[src/rtl/cs_seq_pkg.sv]
package cs_seq_pkg;
  localparam int unsigned WORD_W   = 32;
  localparam int unsigned DATA_LSB = 0;
  localparam int unsigned PAT_LSB  = 16;
  localparam int unsigned HOLD_BIT = 28;
  localparam int unsigned SETUP_LSB = 24;
  localparam int unsigned REL_LSB  = 16;

  typedef enum logic [2:0] {
    ST_IDLE,
    ST_SETUP,
    ST_START,
    ST_BUSY,
    ST_TAIL,
    ST_HOLD
  } seq_state_e;
endpackage

[src/rtl/cs_seq_dly_cnt.sv]
module cs_seq_dly_cnt #(
  parameter int unsigned W = 8
) (
  input  logic         clk_i,
  input  logic         rst_ni,
  input  logic         load_i,
  input  logic [W-1:0] load_val_i,
  output logic         last_o,
  output logic         busy_o
);
  logic [W-1:0] cnt_q;

  always_ff @(posedge clk_i or negedge rst_ni) begin
    if (!rst_ni)              cnt_q <= '0;
    else if (load_i)          cnt_q <= load_val_i;
    else if (cnt_q != '0)     cnt_q <= cnt_q - 1'b1;
  end

  assign last_o = (cnt_q == W'(1));
  assign busy_o = (cnt_q != '0);
endmodule

[src/rtl/cs_seq_cfg.sv]
module cs_seq_cfg #(
  parameter int unsigned CS_W  = 8,
  parameter int unsigned DLY_W = 8
) (
  input  logic                         clk_i,
  input  logic                         rst_ni,
  input  logic                         dly_wr_i,
  input  logic [cs_seq_pkg::WORD_W-1:0] dly_word_i,
  input  logic                         def_wr_i,
  input  logic [CS_W-1:0]              def_pat_i,
  output logic [DLY_W-1:0]             setup_dly_o,
  output logic [DLY_W-1:0]             rel_dly_o,
  output logic [CS_W-1:0]              def_pat_o
);
  import cs_seq_pkg::*;

  logic [DLY_W-1:0] setup_q, rel_q;
  logic [CS_W-1:0]  def_q;

  always_ff @(posedge clk_i or negedge rst_ni) begin
    if (!rst_ni) begin
      setup_q <= '0;
      rel_q   <= '0;
      def_q   <= '1;
    end else begin
      if (dly_wr_i) begin
        setup_q <= dly_word_i[SETUP_LSB +: DLY_W];
        rel_q   <= dly_word_i[REL_LSB +: DLY_W];
      end
      if (def_wr_i) def_q <= def_pat_i;
    end
  end

  logic unused_dly_bits;
  assign unused_dly_bits = ^dly_word_i[REL_LSB-1:0];

  assign setup_dly_o = setup_q;
  assign rel_dly_o   = rel_q;
  assign def_pat_o   = def_q;
endmodule

[src/rtl/cs_seq_ctrl.sv]
module cs_seq_ctrl #(
  parameter int unsigned DATA_W = 16,
  parameter int unsigned CS_W   = 8,
  parameter int unsigned DLY_W  = 8
) (
  input  logic                          clk_i,
  input  logic                          rst_ni,
  input  logic                          wr_valid_i,
  input  logic [cs_seq_pkg::WORD_W-1:0] wr_word_i,
  output logic                          wr_ready_o,
  input  logic                          dly_wr_i,
  input  logic [cs_seq_pkg::WORD_W-1:0] dly_word_i,
  input  logic                          def_wr_i,
  input  logic [CS_W-1:0]               def_pat_i,
  output logic [CS_W-1:0]               cs_n_o,
  output logic                          shf_start_o,
  output logic [DATA_W-1:0]             shf_data_o,
  input  logic                          shf_done_i
);
  import cs_seq_pkg::*;

  seq_state_e       state_q, state_d;
  logic [DATA_W-1:0] data_q;
  logic [CS_W-1:0]  pat_q;
  logic             hold_q;
  logic [DLY_W-1:0] setup_dly, rel_dly;
  logic [CS_W-1:0]  def_pat;
  logic             cnt_load, cnt_last, cnt_busy;
  logic [DLY_W-1:0] cnt_val;

  logic [DATA_W-1:0] in_data;
  logic [CS_W-1:0]   in_pat;
  logic              in_hold;
  logic              wr_fire, same_held, rel_load;

  assign in_data = wr_word_i[DATA_LSB +: DATA_W];
  assign in_pat  = wr_word_i[PAT_LSB +: CS_W];
  assign in_hold = wr_word_i[HOLD_BIT];

  logic unused_cmd_bits;
  assign unused_cmd_bits = ^{wr_word_i[WORD_W-1:HOLD_BIT+1], wr_word_i[HOLD_BIT-1:PAT_LSB+CS_W]};

  cs_seq_cfg #(.CS_W(CS_W), .DLY_W(DLY_W)) u_cfg (
    .clk_i      (clk_i),
    .rst_ni     (rst_ni),
    .dly_wr_i   (dly_wr_i),
    .dly_word_i (dly_word_i),
    .def_wr_i   (def_wr_i),
    .def_pat_i  (def_pat_i),
    .setup_dly_o(setup_dly),
    .rel_dly_o  (rel_dly),
    .def_pat_o  (def_pat)
  );

  // One counter serves both waits; the phases never overlap.
  cs_seq_dly_cnt #(.W(DLY_W)) u_cnt (
    .clk_i     (clk_i),
    .rst_ni    (rst_ni),
    .load_i    (cnt_load),
    .load_val_i(cnt_val),
    .last_o    (cnt_last),
    .busy_o    (cnt_busy)
  );

  assign wr_ready_o = (state_q == ST_IDLE) || (state_q == ST_HOLD);
  assign wr_fire    = wr_valid_i && wr_ready_o;
  assign same_held  = (state_q == ST_HOLD) && (in_pat == pat_q);
  assign rel_load   = (state_q == ST_BUSY) && shf_done_i && !hold_q && (rel_dly != '0);

  always_comb begin
    state_d = state_q;
    unique case (state_q)
      ST_IDLE, ST_HOLD:
        if (wr_fire) begin
          if (same_held || setup_dly == '0) state_d = ST_START;
          else                              state_d = ST_SETUP;
        end
      ST_SETUP: if (cnt_last) state_d = ST_START;
      ST_START: state_d = ST_BUSY;
      ST_BUSY:
        if (shf_done_i) begin
          if (hold_q)              state_d = ST_HOLD;
          else if (rel_dly == '0)  state_d = ST_IDLE;
          else                     state_d = ST_TAIL;
        end
      ST_TAIL: if (cnt_last) state_d = ST_IDLE;
      default: state_d = ST_IDLE;
    endcase
  end

  assign cnt_load = (wr_fire && state_d == ST_SETUP) || rel_load;
  assign cnt_val  = rel_load ? rel_dly : setup_dly;

  always_ff @(posedge clk_i or negedge rst_ni) begin
    if (!rst_ni) begin
      state_q <= ST_IDLE;
      data_q  <= '0;
      pat_q   <= '1;
      hold_q  <= 1'b0;
    end else begin
      state_q <= state_d;
      if (wr_fire) begin
        data_q <= in_data;
        pat_q  <= in_pat;
        hold_q <= in_hold;
      end
    end
  end

  assign cs_n_o      = (state_q == ST_IDLE) ? def_pat : pat_q;
  assign shf_start_o = (state_q == ST_START);
  assign shf_data_o  = data_q;

  p_start_pulse_r3: assert property (@(posedge clk_i) disable iff (!rst_ni)
    shf_start_o |=> !shf_start_o);

  p_setup_cnt_live_r3: assert property (@(posedge clk_i) disable iff (!rst_ni)
    (state_q == ST_SETUP) |-> cnt_busy);

  p_zero_release_r4: assert property (@(posedge clk_i) disable iff (!rst_ni)
    (state_q == ST_BUSY && shf_done_i && !hold_q && rel_dly == '0) |=> (cs_n_o == def_pat));

  p_hold_keep_r5: assert property (@(posedge clk_i) disable iff (!rst_ni)
    (state_q == ST_BUSY && shf_done_i && hold_q) |=> ($stable(cs_n_o) && wr_ready_o));

  p_busy_ignore_r9: assert property (@(posedge clk_i) disable iff (!rst_ni)
    (!wr_ready_o) |=> ($stable(shf_data_o) && $stable(pat_q)));
endmodule

[config.mk]
export PLATFORM = sky130hd
export DESIGN_NAME = cs_seq_ctrl
export DESIGN_NICKNAME = d
export VERILOG_FILES = /design/src/rtl/cs_seq_pkg.sv /design/src/rtl/cs_seq_dly_cnt.sv /design/src/rtl/cs_seq_cfg.sv /design/src/rtl/cs_seq_ctrl.sv
export SDC_FILE = /design/constraint.sdc
export NUM_CORES = 1
export LEC_CHECK = 0
export CORE_AREA = 2 2 85 87
export CTS_CLUSTER_SIZE = 25
export DETAILED_ROUTE_END_ITERATION = 6
export DIE_AREA = 0 0 87 89
export PLACE_DENSITY = 0.79
export SYNTH_ARGS = -nofsm -noshare
export SYNTH_HDL_FRONTEND = slang
export SYNTH_HIERARCHICAL = 1
export SYNTH_SLANG_ARGS = --single-unit
export TNS_END_PERCENT = 100
[constraint.sdc]
create_clock -name clk_i -period 2.3 [get_ports clk_i]
set_input_delay 0.345 -clock clk_i [delete_from_list [all_inputs] [get_ports clk_i]]
set_output_delay 0.345 -clock clk_i [all_outputs]
set_load 0.005 [all_outputs]
Word-level counts from Yosys, hierarchy flattened
Index checks and enable logic that the tools add are counted.
- reduce and logical (&&, ||, !) cells: 17
- add/sub/neg operators: 1
- eq/ne operators: 8
- multiplexer cells: 12
- operators by type and width (cell ; number):
    two-way mux 8 bit ; 4
    two-way mux 3 bit ; 6
    logical NOT 8 bit ; 2
    nonzero test 8 bit ; 2
    case mux 3 bit (5 select lines) ; 1
    == test 8 x 1 -> 1 bit, second input constant ; 1
    == test 8 bit ; 1
    subtractor 8 x 1 -> 8 bit, second input constant ; 1
    == test 3 x 1 -> 1 bit, second input constant ; 2
    == test 3 x 2 -> 1 bit, second input constant ; 2
    == test 3 bit, second input constant ; 2
    logical AND 1 bit ; 6
    logical NOT 3 bit ; 1
    logical OR 1 bit ; 3
    two-way mux 2 bit ; 1
    nonzero test 2 bit ; 1
    OR reduction 2 bit ; 1
    logical NOT 1 bit ; 1
- word-level logic and storage cells: 46
- output and inout bits: 26
- bits of input ports: 78
- register bits: 60

Longest topological paths before layout
- depth after elaboration: 10
- gate-level depth with buffers: 8
- mapped depth without buffers: 7

Cells and area by module
Netlist, hierarchy kept.
- modules (own cells, without submodules) (module ; area an instance (um^2) ; cells each ; seq. area each (um^2) ; instances):
    cs_seq_ctrl ; 1549.0 ; 116 ; 710.7 ; 1
    cs_seq_cfg ; 954.7 ; 51 ; 610.6 ; 1
    cs_seq_dly_cnt ; 529.3 ; 59 ; 200.2 ; 1

Worst setup path after synthesis
Ideal clock, no wire load.
- path type: reg2reg
- start point: reg state_q[0]
- end point: reg u_cnt.cnt_q[5]
- path slack: 0.293 ns
- library setup time: 0.146 ns
- period minus slack after synthesis: 2.007 ns
- data arrival time: 1.862 ns
- data required time: 2.154 ns
- stages on the path, launching flop included: 8
- buffers on the path: 2
- cells stage by stage: dfrtp_1 > buf_6 > xor2_2 > nor2_2 > nand2_1 > o21ai_0 > clkbuf_1 > a221oi_1
- elaborated cells between the ends (all ways): 26
- classes of those cells: eq/ne (6); mux (8); reduce/logical (12)
- RTL lines (item ; RTL line ; source):
    from (decl) ; cs_seq_ctrl.sv:22 ; seq_state_e state_q, state_d;
    from (signal assigned) ; cs_seq_ctrl.sv:101 ; state_q <= state_d;
    == test 3 bit / logical NOT 3 bit (equally long branches) ; cs_seq_ctrl.sv:65 ; assign wr_ready_o = (state_q == ST_IDLE) || (state_q == ST_HOLD);
    logical OR 1 bit * ; cs_seq_ctrl.sv:65 ;
    net wr_ready_o ; cs_seq_ctrl.sv:10 ; output logic wr_ready_o,
    logical AND 1 bit * ; cs_seq_ctrl.sv:66 ; assign wr_fire = wr_valid_i && wr_ready_o;
    two-way mux 3 bit ; cs_seq_ctrl.sv:74 ; if (wr_fire) begin
    case mux 3 bit (5 select lines) ; cs_seq_ctrl.sv:72 ; unique case (state_q)
    == test 3 x 1 -> 1 bit ; cs_seq_ctrl.sv:91 ; assign cnt_load = (wr_fire && state_d == ST_SETUP) || rel_load;
    logical AND 1 bit * ; cs_seq_ctrl.sv:91 ;
    logical OR 1 bit * ; cs_seq_ctrl.sv:91 ;
    net cnt_load ; cs_seq_ctrl.sv:28 ; logic cnt_load, cnt_last, cnt_busy;
    two-way mux 8 bit / nonzero test 2 bit (equally long branches) ; - ;
    to (signal assigned) ; cs_seq_dly_cnt.sv:15 ; else if (load_i) cnt_q <= load_val_i;
    to (signal assigned) ; cs_seq_dly_cnt.sv:16 ; else if (cnt_q != '0) cnt_q <= cnt_q - 1'b1;
    to (decl) ; cs_seq_dly_cnt.sv:11 ; logic [W-1:0] cnt_q;
Mark *: on every way through the listed nets, which the timed path passes. The rest lies on a longest branch.
A chain may end at the register's enable or synchronous reset.

Final worst setup path
- start point: reg state_q[0]
- end point: out cs_n_o[7]
- longest elaborated chain between the ends: 2
- RTL lines (item ; RTL line ; source):
    logical NOT 3 bit ; cs_seq_ctrl.sv:110 ; assign cs_n_o = (state_q == ST_IDLE) ? def_pat : pat_q;
    two-way mux 8 bit ; cs_seq_ctrl.sv:110 ;
    to (decl) ; cs_seq_ctrl.sv:15 ; output logic [CS_W-1:0] cs_n_o,
No other way between the ends.

==> out/metrics.yaml <==
cts_inserted_buffers: 9
io_buffer_count: 80
remaining_max_slew_budget_at_the_tightest_pin: 0.725
detailedRoute.firstIterationViolations: 127
multiInputGateArea_sq_mm: 0.00139
grtUsageTotal: 0.168
floorplan.initialDensity: 0.451
drcViolationCount: 0
grt_pass1_vias: 2169
seq_power_share: 0.496
max_cap_violations: 0
clock_skew_ps: 7.42
drtAntennaViolNets: 0
antenna_found_initial: 0
critPathCapture: "cs_n_o[7]"
finalCriticalPeriod_ps: 2240
leakage_uw: 0.00179
cp.arrival_ps: 1890
nNetsFinal: 397
switching_power_uw: 480
power.share.combinational: 0.094
clock_latency_on_the_worst_skew_pair_ps: 330
rsz0062_at_grt: "no"
cts_buffer_depth: 2
synth.net_count: 306
detailroute.via_count: 2110
die_width_um: 87
power.share.clock: 0.410
area.sequential_sq_mm: 0.00153
critical_path_maximum_fanout: 8
design.core.area_sq_mm: 0.00672
crit-reg2reg-capture: "u_cnt/cnt_q[6]"
row_count: 30
die_h_um: 89
grt_remaining_overflow: 0
top_level_ports: 104
wl_per_cell_um: 15.6
instance_count_of_the_mapped_netlist: 225
r2r-start: "state_q[1]"
clock_sink_count: 60
hp-class: "input pin to asynchronous set/reset pin"
grt_pass1_wl_um: 10000
worst_hold_slack_ps: 23.9
power.density_mw_per_mm2: 556
final_period_utilization: 0.972
postRouteWirelength_um: 6260
grt_start_max_net_pins: 32
reg2reg_depth: 8
outcome: "finished, final reports clean"
die_area_sq_mm: 0.00774
tightestPinTransition_ps: 406
ctsHoldBuffers: 0
finalHoldViolations: 0
power_switching_share: 0.209
clock_tree_from_tritoncts: "done"
cts_htree_levels: 3
antenna_cells_inserted: 0
postSynthAreaPerCell_sq_um: 13.5
cell_internal_pwr_uw: 1820
cts_root_cell: "sky130_fd_sc_hd__clkbuf_8"
final_layout_size_suffix_gt1_frac: 0.368
timing.setup.critical_path_class: "flop to output port"
cp-start-kind: "flop"
layout.filler_cells: 543
drt-pass1-iter-count: 4
crit_path_capture_type: "output port"
syn_to_final_growth_pct: 36.5
vdd.ir_drop.worst_mv: 0.346
detail_route.vias_per_cell: 5.26
tns_ps: 0
max_freq_mhz: 447
r2r_slack_ps: 310
crit_path_start: "state_q[0]"
dp.final_hpwl_um: 4460
area_of_the_mapped_netlist_sq_mm: 0.00303
final-setup-viol-count: 0
routabilityCongestion: 0.820
slew_viol_final: 0
synth-warning-count: 6
clkTransAtPathRegs_ps: 60
crit_required_ps: 1960
[metal layers]
metal	routed length [um]	share of wire	up-vias	GRT usage
met4	99	0.016	0	0.0852
met2	3000	0.48	63	0.267
met3	285	0.046	10	0.0323
met5	0	0	-	0
met1	2880	0.46	1036	0.221
li1	-	-	1001	-
[power groups by stage]
| stage | Sequential [uW] | Clock (uW) | Combinational (uW) |
|---|---|---|---|
| final | 1140 | 941 | 216 |
| after floorplan | 1150 | 0 | 92.9 |
| after global routing | 1150 | 1020 | 234 |
| after CTS | 1140 | 971 | 219 |
| after global placement | 1160 | 0 | 213 |
| after detailed placement | 1160 | 0 | 218 |
[worst min path at each step]
stage / start / endpoint / slack [ps] / depth (start not counted)
2_1_floorplan: rst_ni / hold_q / 50 / 0
3_3_place_gp: rst_ni / u_cnt/cnt_q[6] / 390 / 2
3_5_place_dp: rst_ni / u_cnt/cnt_q[6] / 380 / 2
4_1_cts: rst_ni / u_cnt/cnt_q[2] / 30 / 2
5_1_grt: rst_ni / u_cnt/cnt_q[0] / 60 / 2
6_report: rst_ni / u_cnt/cnt_q[5] / 20 / 2
[layout by cell type (no fill, tap or decap), types with 2 or more instances in the layout]
cell type,count
sky130_fd_sc_hd__clkdlybuf4s50_1,75
sky130_fd_sc_hd__o21ai_0,6
sky130_fd_sc_hd__a221oi_1,2
sky130_fd_sc_hd__mux2_2,46
sky130_fd_sc_hd__nand2_1,9
sky130_fd_sc_hd__buf_4,11
sky130_fd_sc_hd__a22o_1,2
sky130_fd_sc_hd__nor4_1,5
sky130_fd_sc_hd__clkbuf_8,11
sky130_fd_sc_hd__nand3_1,2
sky130_fd_sc_hd__clkbuf_1,3
sky130_fd_sc_hd__nor3_1,3
sky130_fd_sc_hd__dfstp_2,16
sky130_fd_sc_hd__ha_1,3
sky130_fd_sc_hd__dfrtp_1,41
sky130_fd_sc_hd__o31ai_1,5
sky130_fd_sc_hd__a21oi_1,2
sky130_fd_sc_hd__inv_1,6
sky130_fd_sc_hd__nor2_1,5
sky130_fd_sc_hd__a31oi_1,2
sky130_fd_sc_hd__xnor2_1,9
sky130_fd_sc_hd__dlymetal6s2s_1,4
sky130_fd_sc_hd__dfrtp_2,3
sky130_fd_sc_hd__mux2_4,19
[layout make-up]
class / instances / area share
Sequential cell: 60 / 0.369
Clock buffer: 14 / 0.0393
Multi-Input combinational cell: 147 / 0.336
Tap cell: 80 / 0.0242
Timing Repair Buffer: 92 / 0.218
Inverter: 6 / 0.00545
Clock inverter: 2 / 0.00847
[timing repair]
item / CTS / global route
endpoints found under the setup margin: 8 / 10
gates resized for setup: 4 / 6
setup buffers: 2 / 2
[metrics by stage]
stage               setup WS (ps)  instances  instance area, sq um  power [uW]   util
floorplan                     293        225                  3030        1240      -
finish                       65.0        401                  4130        2300  0.615
detailed placement           60.2        381                  3880        1380  0.577
global placement              124        381                  3880        1370  0.577
global route                 6.96        401                  4130        2400  0.615
CTS                         0.290        399                  4100        2330  0.610
[flip-flops by register name, summed over array words and instances, names as in the netlist]
signal and count:
u_cfg/setup_dly_o 8, u_cnt/cnt_q 8, u_cfg/def_pat_o 8, hold_q 1
u_cfg/rel_dly_o 8, state_q 3, pat_q 8, shf_data_o 16
[worst max-delay path: stages, from the launching register on]
cell and delay [ps]:
sky130_fd_sc_hd__dfrtp_2 430, sky130_fd_sc_hd__nor3_4 190, sky130_fd_sc_hd__buf_6 160, sky130_fd_sc_hd__mux2_2 350, sky130_fd_sc_hd__clkdlybuf4s50_1 440
(Power assumes the default switching activity.)
